File: src/rtl/icap_pkg.sv
package icap_pkg;

    localparam int unsigned TIMER_W = 16;
    localparam int unsigned BYTE_W  = 8;
    localparam int unsigned MODE_W  = 4;

    localparam logic [MODE_W-1:0] MODE_FALL    = 4'b0100;
    localparam logic [MODE_W-1:0] MODE_RISE    = 4'b0101;
    localparam logic [MODE_W-1:0] MODE_RISE_A  = 4'b0110;
    localparam logic [MODE_W-1:0] MODE_RISE_B  = 4'b0111;

    typedef struct packed {
        logic rise;
        logic fall;
    } edge_t;

    function automatic logic mode_is_prescaled(input logic [MODE_W-1:0] m);
        return (m == MODE_RISE_A) || (m == MODE_RISE_B);
    endfunction

    function automatic logic mode_is_valid(input logic [MODE_W-1:0] m);
        return (m == MODE_FALL) || (m == MODE_RISE) || mode_is_prescaled(m);
    endfunction

endpackage

File: src/rtl/icap_sync.sv
module icap_sync #(
    parameter int unsigned STAGES = 2
) (
    input  logic              clk,
    input  logic              rst,
    input  logic              lvl_i,
    output icap_pkg::edge_t   edge_o
);
    logic [STAGES-1:0] chain_q;
    logic              prev_q;

    generate
        for (genvar s = 0; s < STAGES; s++) begin : g_stage
            if (s == 0) begin : g_first
                always_ff @(posedge clk) begin
                    if (rst) chain_q[0] <= 1'b0;
                    else     chain_q[0] <= lvl_i;
                end
            end else begin : g_next
                always_ff @(posedge clk) begin
                    if (rst) chain_q[s] <= 1'b0;
                    else     chain_q[s] <= chain_q[s-1];
                end
            end
        end
    endgenerate

    always_ff @(posedge clk) begin
        if (rst) prev_q <= 1'b0;
        else     prev_q <= chain_q[STAGES-1];
    end

    always_comb begin
        edge_o.rise = chain_q[STAGES-1] & ~prev_q;
        edge_o.fall = ~chain_q[STAGES-1] & prev_q;
    end
endmodule

File: src/rtl/icap_qual.sv
module icap_qual
    import icap_pkg::*;
#(
    parameter int unsigned DIV_A = 4,
    parameter int unsigned DIV_B = 16
) (
    input  logic              clk,
    input  logic              rst,
    input  logic [MODE_W-1:0] mode_i,
    input  edge_t             edge_i,
    output logic              ev_o
);
    localparam int unsigned CW = $clog2(DIV_B);

    logic [MODE_W-1:0] mode_q;
    logic [CW-1:0]     cnt_q;
    logic [CW-1:0]     cnt_d;
    logic [CW-1:0]     limit;
    logic              mode_chg;
    logic              pre;
    logic              at_limit;

    always_comb begin
        mode_chg = (mode_i != mode_q);
        pre      = mode_is_prescaled(mode_i);
        limit    = (mode_i == MODE_RISE_A) ? CW'(DIV_A - 1) : CW'(DIV_B - 1);
        at_limit = (cnt_q == limit);
    end

    always_comb begin
        unique case (mode_i)
            MODE_FALL:   ev_o = edge_i.fall;
            MODE_RISE:   ev_o = edge_i.rise;
            MODE_RISE_A,
            MODE_RISE_B: ev_o = edge_i.rise & ~mode_chg & at_limit;
            default:     ev_o = 1'b0;
        endcase
    end

    always_comb begin
        cnt_d = cnt_q;
        if (mode_chg || !pre) begin
            cnt_d = '0;
        end else if (edge_i.rise) begin
            cnt_d = at_limit ? '0 : cnt_q + CW'(1);
        end
    end

    always_ff @(posedge clk) begin
        if (rst) begin
            mode_q <= '0;
            cnt_q  <= '0;
        end else begin
            mode_q <= mode_i;
            cnt_q  <= cnt_d;
        end
    end
endmodule

File: src/rtl/icap_hold.sv
module icap_hold
    import icap_pkg::*;
#(
    parameter int unsigned TW = TIMER_W
) (
    input  logic          clk,
    input  logic          rst,
    input  logic          ev_i,
    input  logic          tsel_i,
    input  logic [TW-1:0] timer_a_i,
    input  logic [TW-1:0] timer_b_i,
    input  logic          clr_i,
    output logic [TW-1:0] cap_o,
    output logic          flag_o
);
    logic [TW-1:0] src;

    always_comb src = tsel_i ? timer_b_i : timer_a_i;

    always_ff @(posedge clk) begin
        if (rst) begin
            cap_o  <= '0;
            flag_o <= 1'b0;
        end else begin
            if (ev_i) cap_o <= src;
            if (ev_i)       flag_o <= 1'b1;
            else if (clr_i) flag_o <= 1'b0;
        end
    end
endmodule

File: src/rtl/icap_unit.sv
module icap_unit
    import icap_pkg::*;
#(
    parameter int unsigned SYNC_STAGES = 2,
    parameter int unsigned DIV_A       = 4,
    parameter int unsigned DIV_B       = 16
) (
    input  logic               clk,
    input  logic               rst,
    input  logic [MODE_W-1:0]  mode_i,
    input  logic               tsel_i,
    input  logic [TIMER_W-1:0] timer_a_i,
    input  logic [TIMER_W-1:0] timer_b_i,
    input  logic               pad_i,
    input  logic               pad_oe_i,
    input  logic               pad_out_i,
    input  logic               flag_clr_i,
    output logic [BYTE_W-1:0]  cap_hi_o,
    output logic [BYTE_W-1:0]  cap_lo_o,
    output logic               flag_o
);
    logic               pin_lvl;
    edge_t              edges;
    logic               cap_ev;
    logic [TIMER_W-1:0] cap_q;

    // The detector follows the pin level, including when it is driven
    always_comb pin_lvl = pad_oe_i ? pad_out_i : pad_i;

    icap_sync #(.STAGES(SYNC_STAGES)) u_sync (
        .clk    (clk),
        .rst    (rst),
        .lvl_i  (pin_lvl),
        .edge_o (edges)
    );

    icap_qual #(.DIV_A(DIV_A), .DIV_B(DIV_B)) u_qual (
        .clk    (clk),
        .rst    (rst),
        .mode_i (mode_i),
        .edge_i (edges),
        .ev_o   (cap_ev)
    );

    icap_hold #(.TW(TIMER_W)) u_hold (
        .clk       (clk),
        .rst       (rst),
        .ev_i      (cap_ev),
        .tsel_i    (tsel_i),
        .timer_a_i (timer_a_i),
        .timer_b_i (timer_b_i),
        .clr_i     (flag_clr_i),
        .cap_o     (cap_q),
        .flag_o    (flag_o)
    );

    always_comb begin
        cap_hi_o = cap_q[TIMER_W-1 -: BYTE_W];
        cap_lo_o = cap_q[BYTE_W-1:0];
    end
endmodule

File: config.mk
export PLATFORM = sky130hd
export DESIGN_NAME = icap_unit
export DESIGN_NICKNAME = d
export VERILOG_FILES = /design/src/rtl/icap_pkg.sv /design/src/rtl/icap_sync.sv /design/src/rtl/icap_qual.sv /design/src/rtl/icap_hold.sv /design/src/rtl/icap_unit.sv
export SDC_FILE = /design/constraint.sdc
export NUM_CORES = 1
export LEC_CHECK = 0
export BUFFER_PORTS_ARGS = -buffer_cell sky130_fd_sc_hd__buf_2
export CAP_MARGIN = 15
export CELL_PAD_IN_SITES_DETAIL_PLACEMENT = 1
export CELL_PAD_IN_SITES_GLOBAL_PLACEMENT = 2
export CORE_ASPECT_RATIO = 0.7
export CORE_UTILIZATION = 26
export DETAILED_ROUTE_END_ITERATION = 12
export PLACE_DENSITY_LB_ADDON = 0.1
export SETUP_SLACK_MARGIN = 0.2
export SLEW_MARGIN = 5
export SYNTH_ARGS = -nofsm -noshare
export SYNTH_HDL_FRONTEND = slang
export SYNTH_HIERARCHICAL = 1
export SYNTH_SLANG_ARGS = --single-unit
File: constraint.sdc
create_clock -name clk -period 1.8 [get_ports clk]
set_input_delay 0.18 -clock clk [delete_from_list [all_inputs] [get_ports clk]]
set_output_delay 0.18 -clock clk [all_outputs]
set_load 0.01 [all_outputs]
==> summary.md <==
| Metric | Value |
|---|---|
| Status | finished clean |
| Post-Layout Cell Count | 243 |
| R2R cell count | 6 |
| Yosys reg bits | 28 |
| Fraction of layout cells with a size suffix above 1 | between 50% and 60% |
| Final Cycle Share | 91.3% |
| CTS tree | built |
| Vias in the first global route | 1,175 |
| Nets | 234 |
| Ys Warns | 6 |
| Achievable Freq | 609 MHz |
| Hold path endpoint | u_qual/mode_q[2] |
| Post-synthesis cell count | 121 |
| Post-Route WL | 3.31 mm |
| Setup WS post-layout | 0.157 ns |
| Final ANT Viol Nets | 0 |
| Clk_lat worst skew | 0.27 ns |
| Power per cell area | 609 mW/mm^2 |
| Worst EP required | 1.99 ns |
| Max Cap Viol | 0 |
| Initial Util | 27.9% |
| Worst r2r dst | u_hold/cap_o[11] |
| Initial antenna violation count | 0 |
| Worst flop-to-flop path startpoint | u_sync/chain_q[1] |
| Slew Limit Fails | 0 |
| Setup slack at placement | 0.0148 ns |
| GRT Total Usage | a little over an eighth |
| Worst Min Path Start | mode_i[2] |
| First-pass GRT wire length | approximately 5.3 mm |
| Final hold violation count | 0 |
| Relative slew slack | 63.5% |
| Total congestion overflow | 0 |
| Syn_nets | 165 |
| Syn-to-layout area delta | 45.9% |
| CTS root buffer | clkbuf_8 |
| Worst Max-Slew Pin Slew | 0.548 ns |
| TritonCTS Sinks | 28 |
| Max FO, Critical Path | 5 |
| Critical path class | reg2reg |
| Static leakage | 0.833 nW |
| Worst clock skew | 0.00237 ns |
| Number of vias per cell | approximately 4.6 |
| Worst hold margin | 0.140 ns |
| Pin count of the biggest net entering global routing | 26 |
| GP Congestion | 0.719 |
| Drt first-iter violations | 50 |
| Critical path startpoint category | flip-flop |
| Setup slack, reg-to-reg | 0.16 ns |
| Via count | roughly 1,100 |
| Number of fillers in the final layout | 530 |
| Remaining DRCs | 0 |
| Die H | 59.9 microns |
| DR pass1 iterations | 5 |
| Final setup viols | 0 |
| Post-synthesis cell type count | 29 |
| Post-Syn Area | ~0.0012 sq mm |
| Ant diodes | 0 |
| CORE AREA | 0.00445 sq mm |
| Peak supply drop | 0.210 mV |
| Die area | about 0.0051 sq mm |
| Per-cell routed wire length | roughly 14 microns |
| Hold Path Class | in2reg |
| Htree depth | 1 |
| Post-Place Cells | 230 |
| Hold_buf cts | 0 |
| Syn Area/Cell | 10.3 sq um |
| Crit. End Element | flip-flop |
| CTS Buffer Depth | 2 |
| Fin crit period | 1.64 ns |
| Die Wd | 84.7 microns |
| IO Pins | 60 |
| CTS clk-pin slew, worst paths | 0.09 ns |
| Arr. time, crit path | 1.83 ns |
| Total CTS buffers | 3 |
| Num rows | 20 |
| Setup TNS | 0 ns |
| Final HPWL DP | 2.29 mm |
| Number of port buffers | 59 |
| Hold Path Depth | 2 |
| Sequential share of the synthesized area | a little under half |
| Unrepaired setup endpoints after global routing | true |
-- critical path: stages (launching register included) --
cell and delay [ns]:
dfxtp_2 0.33, nor2b_4 0.13, mux2_2 0.27, a32o_2 0.34, clkbuf_16 0.18, buf_6 0.12
a211oi_2 0.19
-- layer usage --
layer | global-route usage [%] | part of all wire, % | vias up
met1 | 14.9 | 43 | 517
met4 | 2.91 | 0.48 | 0
li1 | - | - | 561
met2 | 26.6 | 51 | 35
met3 | 3.59 | 5.3 | 3
met5 | 0 | 0 | -
-- through the flow --
step           instance area, sq um  utilization (%)  power (W)
6_report                       1810             40.7    0.00111
5_1_grt                        1810             40.7    0.00116
4_1_cts                        1730             38.9    0.00113
3_5_place_dp                   1570             35.3   0.000780
3_3_place_gp                   1570             35.3   0.000775
2_1_floorplan                  1270                -   0.000723
-- cells in the mapped netlist --
| master | instances | area share (%) |
|---|---|---|
| and4b_1 | 1 | 0.80 |
| inv_1 | 2 | 0.60 |
| buf_6 | 1 | 0.91 |
| nand4b_1 | 1 | 0.70 |
| ha_1 | 1 | 1.0 |
| nor3_1 | 3 | 1.2 |
| nand2b_1 | 1 | 0.50 |
| a32o_1 | 1 | 0.80 |
| mux2_2 | 1 | 0.91 |
| a211oi_2 | 1 | 1.0 |
| dfxtp_1 | 28 | 45 |
| mux2i_2 | 1 | 1.1 |
| xnor2_1 | 2 | 1.4 |
| buf_4 | 1 | 0.60 |
| clkbuf_1 | 1 | 0.30 |
| nor2_1 | 18 | 5.4 |
| and3_1 | 1 | 0.50 |
| xor2_1 | 2 | 1.4 |
| nor2b_1 | 9 | 4.5 |
| nand4_1 | 2 | 1.0 |
| nand4bb_1 | 1 | 0.91 |
| mux2i_1 | 17 | 14 |
| mux2_4 | 1 | 1.2 |
| a21oi_1 | 1 | 0.40 |
| buf_12 | 1 | 1.6 |
| buf_2 | 5 | 2.0 |
| a211oi_1 | 15 | 9.1 |
| and4bb_1 | 1 | 1.0 |
| nand2_1 | 1 | 0.30 |
-- layout by cell type, fill, tap and decap left out, drive strengths merged --
master   netlist  routed
buf            8      71
dfxtp         28      28
mux2i         18      18
nor2          18      18
a211oi        16      16
nor2b          9       9
clkbuf         1       5
nor3           3       3
inv            2       2
xnor2          2       2
nand4          2       2
xor2           2       2
mux2           2       2
nand2b         1       1
a21oi          1       1
and4b          1       1
and3           1       1
nand4bb        1       1
and4bb         1       1
a32o           1       1
nand4b         1       1
nand2          1       1
ha             1       1
-- flip-flops by register name, summed over array words and instances, names as in the netlist --
| signal | count |
|---|---|
| u_sync/prev_q | 1 |
| u_sync/chain_q | 2 |
| u_hold/cap_o | 16 |
| u_qual/mode_q | 4 |
| u_qual/cnt_q | 4 |
| u_hold/flag_o | 1 |
-- worst max path at each step --
stage,startpoint,endpoint,slack [ns],cells past startpoint
3_5_place_dp,u_sync/chain_q[1],u_hold/cap_o[13],0.01,7
2_1_floorplan,u_sync/chain_q[1],u_hold/cap_o[15],0.20,9
3_3_place_gp,u_qual/cnt_q[0],u_hold/cap_o[14],0.23,7
6_report,u_sync/chain_q[1],u_hold/cap_o[11],0.16,6
4_1_cts,u_sync/chain_q[1],u_hold/cap_o[0],0.19,5
5_1_grt,u_sync/chain_q[1],u_hold/cap_o[2],0.04,7
-- cell families (layout without fill, tap and decap cells) --
family | Yosys count | in the layout | share of synthesized area [%]
compound gates | 18 | 18 | 11.3
xor+xnor | 4 | 4 | 2.82
fa+ha+maj | 1 | 1 | 1.01
buf+inv | 11 | 78 | 6.04
flops | 28 | 28 | 45.1
mux | 20 | 20 | 16.9
simple gates | 39 | 39 | 16.9
-- timing repair --
action / in CTS / in global routing
gates cloned: 1 / 1
resized for setup: 14 / 13
hold endpoints to repair: 0 / 0
pin swaps: 1 / 8
setup buffers: 5 / 3
endpoints found under the setup margin: 17 / 17
-- power by group --
group	switching (W)	total, W	internal (W)	leakage (nW)
clock	0.000183	0.000333	0.000150	0.0216
combinational	0.0000624	0.000138	0.0000753	0.583
sequential	0.00000498	0.000635	0.000630	0.229
total	0.000250	0.00111	0.000855	0.833
-- layout make-up --
cell class | count | area (sq um) | area share, %
repair buffers | 73 | 463 | 25.5
well taps | 55 | 68.8 | 3.79
flip-flops and latches | 28 | 567 | 31.2
clock buffers | 3 | 41.3 | 2.28
multi-input cells | 82 | 667 | 36.8
inverters | 2 | 7.51 | 0.414
Power figures use the tool's default switching activity.
